--- src/rtl/uart_irq_ident.sv ---
module uart_irq_ident (
  input  logic       clk,
  input  logic       rst_n,
  input  logic       fifo_en,
  input  logic       en_rls,
  input  logic       en_rx,
  input  logic       en_thr,
  input  logic       en_modem,
  input  logic       en_pin,
  input  logic       en_xoff,
  input  logic       en_flow,
  input  logic       lsr_err,
  input  logic       rx_tmo,
  input  logic       rx_avail,
  input  logic       thr_set,
  input  logic       thr_wr,
  input  logic       modem_chg,
  input  logic       pin_chg,
  input  logic       xoff_det,
  input  logic       cts_n,
  input  logic       rts_n,
  input  logic       rd_ident,
  input  logic       rd_msr,
  input  logic       rd_iostate,
  output logic [7:0] ident,
  output logic       irq_n
);

  localparam logic [5:0] C_RLS  = 6'h06;
  localparam logic [5:0] C_TMO  = 6'h0C;
  localparam logic [5:0] C_RX   = 6'h04;
  localparam logic [5:0] C_THR  = 6'h02;
  localparam logic [5:0] C_MDM  = 6'h00;
  localparam logic [5:0] C_PIN  = 6'h30;
  localparam logic [5:0] C_XOFF = 6'h10;
  localparam logic [5:0] C_FLOW = 6'h20;
  localparam logic [5:0] C_NONE = 6'h01;

  logic       thr_q, mdm_q, pin_q, xoff_q, flow_q;
  logic       cts_q, rts_q;
  logic       flow_rise;
  logic       rd_thr, rd_xoff, rd_flow;
  logic [5:0] code;
  logic [7:0] ident_q;

  assign flow_rise = (cts_n & ~cts_q) | (rts_n & ~rts_q);
  assign rd_thr    = rd_ident & (ident_q[5:0] == C_THR);
  assign rd_xoff   = rd_ident & (ident_q[5:0] == C_XOFF);
  assign rd_flow   = rd_ident & (ident_q[5:0] == C_FLOW);

  always_ff @(posedge clk or negedge rst_n) begin
    if (!rst_n) begin
      thr_q  <= 1'b0;
      mdm_q  <= 1'b0;
      pin_q  <= 1'b0;
      xoff_q <= 1'b0;
      flow_q <= 1'b0;
      cts_q  <= 1'b1;
      rts_q  <= 1'b1;
    end else begin
      thr_q  <= thr_set   | (thr_q  & ~thr_wr & ~rd_thr);
      mdm_q  <= modem_chg | (mdm_q  & ~rd_msr);
      pin_q  <= pin_chg   | (pin_q  & ~rd_iostate);
      xoff_q <= xoff_det  | (xoff_q & ~rd_xoff);
      flow_q <= flow_rise | (flow_q & ~rd_flow);
      cts_q  <= cts_n;
      rts_q  <= rts_n;
    end
  end

  always_comb begin
    if      (en_rls   && lsr_err)  code = C_RLS;
    else if (en_rx    && rx_tmo)   code = C_TMO;
    else if (en_rx    && rx_avail) code = C_RX;
    else if (en_thr   && thr_q)    code = C_THR;
    else if (en_modem && mdm_q)    code = C_MDM;
    else if (en_pin   && pin_q)    code = C_PIN;
    else if (en_xoff  && xoff_q)   code = C_XOFF;
    else if (en_flow  && flow_q)   code = C_FLOW;
    else                           code = C_NONE;
  end

  always_ff @(posedge clk or negedge rst_n) begin
    if (!rst_n)         ident_q <= {2'b00, C_NONE};
    else if (!rd_ident) ident_q <= {fifo_en, fifo_en, code};
  end

  assign ident = ident_q;
  assign irq_n = ident_q[0];

  assert_idle_code_R1: assert property (@(posedge clk) disable iff (!rst_n)
    ident[0] |-> ident[5:0] == C_NONE);

  assert_mirror_R2: assert property (@(posedge clk) disable iff (!rst_n)
    ($past(rst_n) && !$past(rd_ident)) |-> ident[7:6] == {2{$past(fifo_en)}});

  assert_rls_wins_R4: assert property (@(posedge clk) disable iff (!rst_n)
    (en_rls && lsr_err && !rd_ident) |=> ident[5:0] == C_RLS);

  assert_hold_on_read_R11: assert property (@(posedge clk) disable iff (!rst_n)
    rd_ident |=> $stable(ident));

  assert_modem_clear_R7: assert property (@(posedge clk) disable iff (!rst_n)
    (rd_msr && !modem_chg) |=> !mdm_q);

  assert_set_wins_R12: assert property (@(posedge clk) disable iff (!rst_n)
    thr_set |=> thr_q);

endmodule

--- config.mk ---
export PLATFORM = sky130hd
export DESIGN_NAME = uart_irq_ident
export DESIGN_NICKNAME = d
export VERILOG_FILES = /design/src/rtl/uart_irq_ident.sv
export SDC_FILE = /design/constraint.sdc
export NUM_CORES = 1
export LEC_CHECK = 0
export BUFFER_PORTS_ARGS = -buffer_cell sky130_fd_sc_hd__clkbuf_2
export CAP_MARGIN = 10
export CORE_MARGIN = 10
export CORE_UTILIZATION = 45
export CTS_CLUSTER_SIZE = 20
export DETAILED_ROUTE_END_ITERATION = 12
export GPL_TIMING_DRIVEN = 0
export PLACE_DENSITY = 0.8
export SYNTH_ARGS = -nofsm -noshare
export SYNTH_HDL_FRONTEND = slang
export SYNTH_SLANG_ARGS = --single-unit
export TNS_END_PERCENT = 5
--- constraint.sdc ---
create_clock -name clk -period 3.35 [get_ports clk]
set_input_delay 0.335 -clock clk [delete_from_list [all_inputs] [get_ports clk]]
set_output_delay 0.335 -clock clk [all_outputs]
set_load 0.02 [all_outputs]
==> impl_metrics.yaml, run 1 <==
worst_hold_path:
  min_path_type: "in2reg"
floorplan:
  core-area_mm2: 0.00128
  ios: 32
  rows: 13
  start_util_pct: 47.6
  die_x_um: 56.9
  die_h_um: 56.9
  design.die.area_mm2: 0.00323
timing:
  worst_slew_pin_slew_ps: 381
  min_period_over_period_pct: 52.8
  finClkSkew_ps: 6.80
  hold_viol: 0
  max_clock_freq_mhz: 565
  min_period_ps: 1770
  rsz0062_at_grt: "false"
  tns_ps: 0
  setup_viol: 0
  maxSlewHeadroom_pct: 74.6
  slew_violations: 0
drt:
  viasPerCell: 5.00
  wirelength_mm: 1.46
  drtPass1Iterations: 4
  drc: 0
  drt_iter0_markers: 5
  vias: 540
  ant_nets: 0
  wl_per_cell_um: 13.5
yosys:
  synth-xor-area-share_pct: 0
  syn_nets: 80
  synthDominantCellAreaShare_pct: 45.0
  synth-main-ff-cell: "dfrtp_1"
  synthTopCellsByCount: "dfrtp_1, nand2_1, inv_1, o21ai_0"
  synth-warning-count: 0
  synth_area_um2: 612
  yosys.area.top_type: "dfrtp_1"
  async_flop_share_pct: 100
  synth_simple_gate_area_share_pct: 13.7
  synth.most_common_cell: "dfrtp_1"
  ys_types: 19
  synth_seq_cells: 14
  synth_compound_area_share_pct: 19.8
  synth_edf_count: 0
  synth.avg_cell_area_um2: 10.7
  synth_mux_area_share_pct: 1.84
  ys_seq_area_share_pct: 57.9
  synth_fa_ha_area_share_pct: 0
  synth_area_leaders: "dfrtp_1, dfstp_2, nand2_1, o21ai_0, a21o_1"
  synth_top_family_by_area: "compound AO/OA/AOI/OAI gates"
  syn_inst: 57
cts:
  cts_sinks: 14
  clock_path_buffers: 2
  clk_latency_ps: 290
  cts_buffers: 3
  cts_tree: "built"
  ctsResizeCount: 0
  htree_levels: 1
  path_clk_slew_ps: 90
  root_buffer: "clkbuf_4"
critical_path:
  worstPathRequired_ps: 3540
  cp_top_family: "simple AND/OR/NAND/NOR gates"
  worst_path_max_delay_cell: "or4b_4"
  critical_path_class: "reg2reg"
  endpoint_kind: "flop"
  path_max_fanout: 3
  worstSetupStartpointType: "flop"
  worstPathBufferInverterCount: 0
  max_stage_delay_ps: 530
  cp_cell_sequence: "or4b_4 -> or4b_1 -> a31o_1"
  worstPathArrival_ps: 1950
global_routing:
  grt_pass1_vias: 549
  grt_pass1_wl_mm: 2.26
  grtUsageTotal_pct: 8.33
  antenna_found_initial: 0
  overflow: 0
  grt_max_degree: 15
final_layout:
  diodes: 0
  area_growth_pct: 36.0
  post-route-util_pct: 64.8
  drive_above_1_share_pct: 45.2
  nets: 117
power_and_ir_drop:
  irDropWorstVdd_uv: 310
  leakagePower_nw: 0.423
  power_density_mw_per_mm2: 452
outcome:
  status: "finished clean"
flow_run:
  max_cap_violations: 0
placed_design:
  gp_congestion: 0.802
  portBuffers: 31
==> layout by cell type, fill, tap and decap left out <==
master / synthesis / layout
clkbuf_8: 0 / 1
inv_1: 6 / 6
a31o_1: 1 / 1
or4b_1: 2 / 2
clkbuf_4: 0 / 3
dlygate4sd3_1: 0 / 1
a32oi_1: 2 / 2
a21o_1: 3 / 3
o41ai_1: 1 / 1
clkbuf_1: 1 / 1
buf_4: 2 / 2
nand2_1: 9 / 9
o21ai_0: 6 / 6
a22oi_1: 2 / 2
a21oi_1: 2 / 2
dfrtp_1: 11 / 11
nand3_1: 2 / 2
nor2b_1: 1 / 1
or4b_4: 1 / 1
mux2_2: 1 / 1
dfstp_2: 3 / 3
clkbuf_2: 0 / 31
o221ai_1: 1 / 1
==> metrics by stage <==
stage	power (mW)	std cells	area (µm²)	worst slack [ps]	hold slack (ps)
6_report	0.376	108	832	1580	139
3_3_place_gp	0.254	103	786	1600	249
5_1_grt	0.394	108	832	1540	136
2_1_floorplan	0.224	57	612	1570	39.4
3_5_place_dp	0.256	103	786	1600	256
4_1_cts	0.381	108	832	1580	132
==> logic make-up (layout without fill, tap and decap cells) <==
family                 Yosys count  count (layout)
flip-flops                      14              14
AO/OA/AOI/OAI                   18              18
AND/OR/NAND/NOR                 15              15
multiplexers                     1               1
buffers and inverters            9              45
==> worst reg2reg max path, stage by stage (launching register included) <==
cell,delay [ps]
dfrtp_1,400
or4b_4,530
or4b_1,500
a31o_1,230
==> cell type report <==
| class | count | area [µm²] |
|---|---|---|
| fill | 114 | 453 |
| sequential | 14 | 354 |
| multi-input combinational | 34 | 216 |
| timing repair buffer | 32 | 165 |
| clock buffer | 4 | 36.3 |
| inverter | 6 | 22.5 |
| buffer | 3 | 18.8 |
| tap | 15 | 18.8 |
==> state kept, by name, summed over array words and instances (netlist names) <==
name,flops
ident,7
cts_q,1
flow_q,1
mdm_q,1
pin_q,1
rts_q,1
thr_q,1
xoff_q,1
==> where the power goes <==
part,switching [mW],leakage [nW],internal [mW]
Combinational,0.0333,0.245,0.0286
Clock,0.0576,0.0210,0.0662
Sequential,0.00883,0.157,0.181
==> worst paths after layout <==
kind	slack [ps]	cells past startpoint	start	endpoint
min in group asynchronous	480	2	rst_n	ident[1]$_DFFE_PN0N_
worst max-delay path	1580	3	ident[3]$_DFFE_PN0N_	thr_q$_DFF_PN0_
worst max register to register	1580	3	ident[3]$_DFFE_PN0N_	thr_q$_DFF_PN0_
worst min register to register	500	1	mdm_q$_DFF_PN0_	mdm_q$_DFF_PN0_
max in group asynchronous	2570	2	rst_n	rts_q$_DFF_PN1_
worst min-delay path	140	1	cts_n	cts_q$_DFF_PN1_
==> timing repair <==
| action | CTS | global route |
|---|---|---|
| buffers inserted | 0 | 0 |
| hold buffers | 1 | 0 |
| endpoints found under the hold margin | 11 | 0 |
==> per-layer routing <==
metal / track usage (%) / wire (µm) / vias up
met3: 3.60 / 131 / 2
met5: 0 / 0 / -
met1: 9.57 / 626 / 241
met2: 13.3 / 692 / 22
li1: - / - / 275
met4: 3.02 / 10 / 0
(Power assumes the default switching activity.)
==> inputs of run 2 (changes only) <==
CORE_UTILIZATION = 42   (was 45)
PLACE_DENSITY = 0.75   (was 0.8)
clock period = 1.7 ns   (was 3.35 ns; I/O delays follow)
==> run 2 against run 1 <==
Effect of this change:
- the run now ends with setup timing left
- die area grew 4.6%
- first-iteration DRC count is the same
- worst hold slack lost 67 ps
- global-route usage grew 1.0 points
- sequential power grew 97%
- clock power grew 84%
- maximum frequency grew 0.40%
- critical path depth is the same
- final area grew 3.9%
- register-to-register slack lost 1600 ps
==> impl_metrics.yaml, run 2 (same netlist as run 1, synthesis figures left out) <==
global_routing:
  antenna_found_initial: 0
  grt_max_degree: 15
  grt_pass1_vias: 650
  overflow: 0
  grt_pass1_wl_mm: 2.58
  grtUsageTotal_pct: 9.35
cts:
  root_buffer: "clkbuf_4"
  cts_sinks: 14
  path_clk_slew_ps: 80
  cts_tree: "built"
  clock_path_buffers: 2
  clk_latency_ps: 270
  cts_buffers: 3
  htree_levels: 1
final_layout:
  largest_reg_flops: 7
  area_growth_pct: 41.3
  drive_above_1_share_pct: 46.9
  mostFrequentLayoutCells: "clkbuf_2, dfrtp_1, nand2_1"
  post-route-util_pct: 64.8
  final_common_cell: "clkbuf_2"
  nets: 120
  diodes: 0
  fillCellCount: 116
outcome:
  status: "finished with violations"
  violations: "setup timing"
critical_path:
  path_max_fanout: 3
  worstPathBufferInverterCount: 0
  worst_path_max_delay_cell: "or4b_4"
  cp_cell_sequence: "or4b_4 -> or4b_4 -> a31o_1"
  max_stage_delay_ps: 530
  worstSetupStartpointType: "flop"
  endpoint_kind: "flop"
  critical_path_class: "reg2reg"
  path_depth: 3
  r2r_start: "ident[3]$_DFFE_PN0N_"
  worstPathArrival_ps: 1930
  worstPathRequired_ps: 1870
  reg2reg_depth: 3
  worst_path_most_repeated_cell: "or4b_4"
  startpoint: "ident[3]$_DFFE_PN0N_"
  cp_top_family: "simple AND/OR/NAND/NOR gates"
timing:
  max_clock_freq_mhz: 568
  worst_slew_pin_slew_ps: 401
  slew_violations: 0
  maxSlewHeadroom_pct: 73.3
  rsz0062_at_grt: "true"
  whs_ps: 72.2
  setup_viol: 2
  hold_viol: 0
  final.setup.worst_slack_ps: -61.3
  min_period_over_period_pct: 104
  finClkSkew_ps: 3.98
  min_period_ps: 1760
drt:
  drt_iter0_markers: 5
  wl_per_cell_um: 13.7
  ant_nets: 0
  viasPerCell: 5.24
  vias: 582
  drtPass1Iterations: 4
  wirelength_mm: 1.52
  drc: 0
floorplan:
  rows: 13
  ios: 32
  design.die.area_mm2: 0.00338
  die_x_um: 58.2
  die_h_um: 58.2
  core-area_mm2: 0.00133
  start_util_pct: 45.9
power_and_ir_drop:
  irDropWorstVdd_uv: 517
  leakagePower_nw: 0.437
  power_density_mw_per_mm2: 849
placed_design:
  portBuffers: 31
  gp_congestion: 0.780
  post-place-ws_ps: -68.8
worst_hold_path:
  min_path_type: "in2reg"
  min_from: "modem_chg"
  holdPathStages: 2
flow_run:
  max_cap_violations: 0
## run 2: changes by cell type in the layout (fill, tap and decap cells not counted), sizes merged
cell	delta
dlygate4sd3	+2
buf	+1
## run 2: routing by layer
layer | routed length (µm) | share of wire, % | vias to the layer above | GRT usage [%]
met5 | 0 | 0 | - | 0
met3 | 86 | 5.6 | 6 | 2.83
met1 | 629 | 41 | 272 | 9.69
li1 | - | - | 285 | -
met2 | 764 | 50 | 19 | 16.4
met4 | 42 | 2.8 | 0 | 5.03
## run 2: stage by stage
stage / instances / TNS [ps] / area (µm²) / power, mW
3_5_place_dp: 103 / -119 / 787 / 0.506
4_1_cts: 111 / -102 / 865 / 0.747
5_1_grt: 111 / -181 / 865 / 0.778
2_1_floorplan: 57 / -110 / 613 / 0.442
6_report: 111 / -88.6 / 865 / 0.734
3_3_place_gp: 103 / -92.2 / 787 / 0.501
## run 2: worst reg2reg max path, stage by stage (launching register included)
cell and delay, ps:
dfrtp_2 410, or4b_4 530, or4b_4 500, a31o_1 220
## run 2: cell type report
| cell class | instances | area [µm²] | share of cell area (%) |
|---|---|---|---|
| clock buffers | 4 | 36.3 | 4.20 |
| flip-flops and latches | 14 | 355 | 41.1 |
| well taps | 15 | 18.8 | 2.17 |
| multi-input cells | 34 | 220 | 25.5 |
| repair buffers | 35 | 193 | 22.3 |
| plain buffers | 3 | 18.8 | 2.17 |
| inverters | 6 | 22.5 | 2.60 |
## run 2: path summary, 6_finish.rpt
kind                       slack (ps)                    to
max                               -60       thr_q$_DFF_PN0_
min                                70       mdm_q$_DFF_PN0_
max reg2reg                       -60       thr_q$_DFF_PN0_
min reg2reg                       490       mdm_q$_DFF_PN0_
max in group asynchronous        1060       cts_q$_DFF_PN1_
min in group asynchronous         340  ident[5]$_DFFE_PN0N_
## run 2: power breakdown
| group | internal, mW | switching, mW |
|---|---|---|
| combinational | 0.0623 | 0.0683 |
| sequential | 0.358 | 0.0176 |
| clock | 0.130 | 0.0980 |
## run 2: timing repair
action,in CTS,in global routing
hold buffers,3,0
resized for setup,1,0
setup buffers,1,0
setup endpoints to repair,2,2
hold endpoints to repair,13,0
cloned,0,0
pin swaps,1,0
==> inputs of run 3 (changes only) <==
ABC_AREA = 1   (was unset)
CORE_UTILIZATION = 44   (was 42)
CTS_BUF_LIST = sky130_fd_sc_hd__clkbuf_8 sky130_fd_sc_hd__clkbuf_16   (was unset)
PLACE_DENSITY = 0.76   (was 0.75)
==> run 3 against run 2 <==
Effect of this change:
- the flow now finishes without violations
- combinational power is 11% higher
- final area is 7.5% higher
- clock skew is 1.5 ps higher
- clock-buffer cell count stayed put
- die area is 5.4% higher
- wire length is 3.9% higher
- total power is 14% higher
- sequential cell count stayed put
- critical path depth is 1 lower
- worst hold slack worse by 50 ps
- final cell count is 24% higher
==> impl_metrics.yaml, run 3 <==
yosys:
  synth-warning-count: 0
  ys_seq_area_share_pct: 51.0
  synthTopCellsByCount: "nand2_1, inv_1, dfrtp_1"
  synth.avg_cell_area_um2: 7.98
  synth_seq_cells: 14
  synth_area_leaders: "dfrtp_1, nand2_1, dfstp_2, inv_1, nand3_1"
  syn_nets: 110
  synth.most_common_cell: "nand2_1"
  synth_area_um2: 694
  syn_inst: 87
  ys_types: 18
  yosys.area.top_type: "dfrtp_1"
  synth_edf_count: 0
  synthDominantCellAreaShare_pct: 39.6
  synth-main-ff-cell: "dfrtp_1"
  async_flop_share_pct: 100
timing:
  maxSlewHeadroom_pct: 77.2
  min_period_over_period_pct: 72.4
  max_clock_freq_mhz: 813
  whs_ps: 22.3
  worst_slew_pin_slew_ps: 342
  slew_violations: 0
  tns_ps: 0
  min_period_ps: 1230
  rsz0062_at_grt: "false"
  setup_viol: 0
  hold_viol: 0
  finClkSkew_ps: 5.53
drt:
  wirelength_mm: 1.58
  top_layer: "met4"
  viasPerCell: 4.59
  wl_per_cell_um: 11.5
  drt_iter0_markers: 6
  drtPass1Iterations: 4
  ant_nets: 0
  wl_met1_um: 634
  vias: 633
  wl_met3_um: 147
  drc: 0
  wl_met2_um: 785
global_routing:
  grt_max_degree: 15
  overflow: 0
  antenna_found_initial: 0
  grtUsageTotal_pct: 9.08
  grt_pass1_vias: 595
  grt_pass1_wl_mm: 2.50
critical_path:
  worstPathArrival_ps: 1060
  r2r-end: "flow_q$_DFF_PN0_"
  crit_path_end: "ident[0]"
  r2r_slack_ps: 750
  startpoint: "ident[0]$_DFFE_PN1N_"
  r2r_start: "ident[3]$_DFFE_PN0N_"
  path_max_fanout: 5
  worstSetupStartpointType: "flop"
  endpoint_kind: "output port"
  critical_path_class: "reg2out"
  reg2reg_depth: 4
  worstPathRequired_ps: 1530
placed_design:
  portBuffers: 30
  hpwl_mm: 1.34
  place_inst: 133
  gp_congestion: 0.710
cts:
  ctsResizeCount: 0
  clk_latency_ps: 240
  htree_levels: 1
  clock_path_buffers: 2
  root_buffer: "clkbuf_8"
  cts_buffers: 3
  cts_sinks: 14
  path_clk_slew_ps: 60
  cts_tree: "built"
outcome:
  status: "finished clean"
floorplan:
  die_h_um: 59.7
  core-area_mm2: 0.00151
  rows: 14
  start_util_pct: 46.1
  die_x_um: 59.7
  ios: 32
  design.die.area_mm2: 0.00357
worst_hold_path:
  min_path_type: "in2reg"
final_layout:
  mostFrequentLayoutCells: "clkbuf_2, nand2_1, inv_1"
  drive_above_1_share_pct: 36.9
  area_growth_pct: 33.9
  final_common_cell: "clkbuf_2"
  diodes: 0
  instances_no_fill: 138
  nets: 146
  largest_reg_flops: 7
power_and_ir_drop:
  power_density_mw_per_mm2: 897
  irDropWorstVdd_uv: 597
  leakagePower_nw: 0.542
flow_run:
  max_cap_violations: 0
run 3: cell count changes after synthesis, moves of 5 or more:
cell     before  now
nand2_1       9   27
o21ai_0       6    1
nand3_1       2    7
nor2_1        0    8
inv_1         6   15
run 3: cell families after synthesis:
family                 count (synthesis)  share of synthesized area [%]
and+or+nand+nor                       46                           29.0
buffers and inverters                 19                           13.2
DFF                                   14                           51.0
AOI/OAI and AO/OA                      8                           6.85
run 3: layout make-up:
class	instances	area (µm²)
Clock buffer	4	55.1
Fill cell	140	577
Tap cell	16	20.0
Sequential cell	14	354
Multi-Input combinational cell	54	249
Timing Repair Buffer	31	160
Buffer	3	26.3
Inverter	16	65.1
run 3: timing repair:
item                                    CTS  global route
endpoints found under the setup margin    0             0
hold buffers                              1             0
endpoints found under the hold margin    11             0
setup buffers                             0             0
run 3: worst min path at each step:
stage	endpoint	slack [ps]	depth (start not counted)	from
finish	cts_q$_DFF_PN1_	20	1	cts_n
global route	rts_q$_DFF_PN1_	10	1	rts_n
CTS	cts_q$_DFF_PN1_	20	1	cts_n
detailed placement	ident[3]$_DFFE_PN0N_	90	1	rst_n
global placement	ident[3]$_DFFE_PN0N_	90	1	rst_n
floorplan	flow_q$_DFF_PN0_	-130	0	rst_n
run 3: per-stage QoR:
stage / utilization, % / total power, mW / cell area, µm² / setup slack [ps]
6_report: 61.7 / 0.834 / 930 / 469
5_1_grt: 61.7 / 0.885 / 930 / 425
4_1_cts: 61.7 / 0.850 / 930 / 454
3_5_place_dp: 57.4 / 0.526 / 865 / 724
3_3_place_gp: 57.4 / 0.521 / 865 / 731
2_1_floorplan: - / 0.464 / 694 / 754
run 3: layer usage:
| layer | vias to the layer above | track usage, % |
|---|---|---|
| li1 | 333 | - |
| met1 | 274 | 10.1 |
| met2 | 24 | 14.7 |
| met3 | 2 | 4.45 |
| met4 | 0 | 2.88 |
| met5 | - | 0 |
run 3: worst max-delay path, cell delays in order (launching register included):
cell,delay (ps)
dfstp_2,560
buf_4,110
clkbuf_2,150
run 3: where the power goes:
group	internal [mW]	switching, mW	total [mW]
combinational	0.0605	0.0855	0.146
clock	0.205	0.110	0.315
sequential	0.358	0.0156	0.373
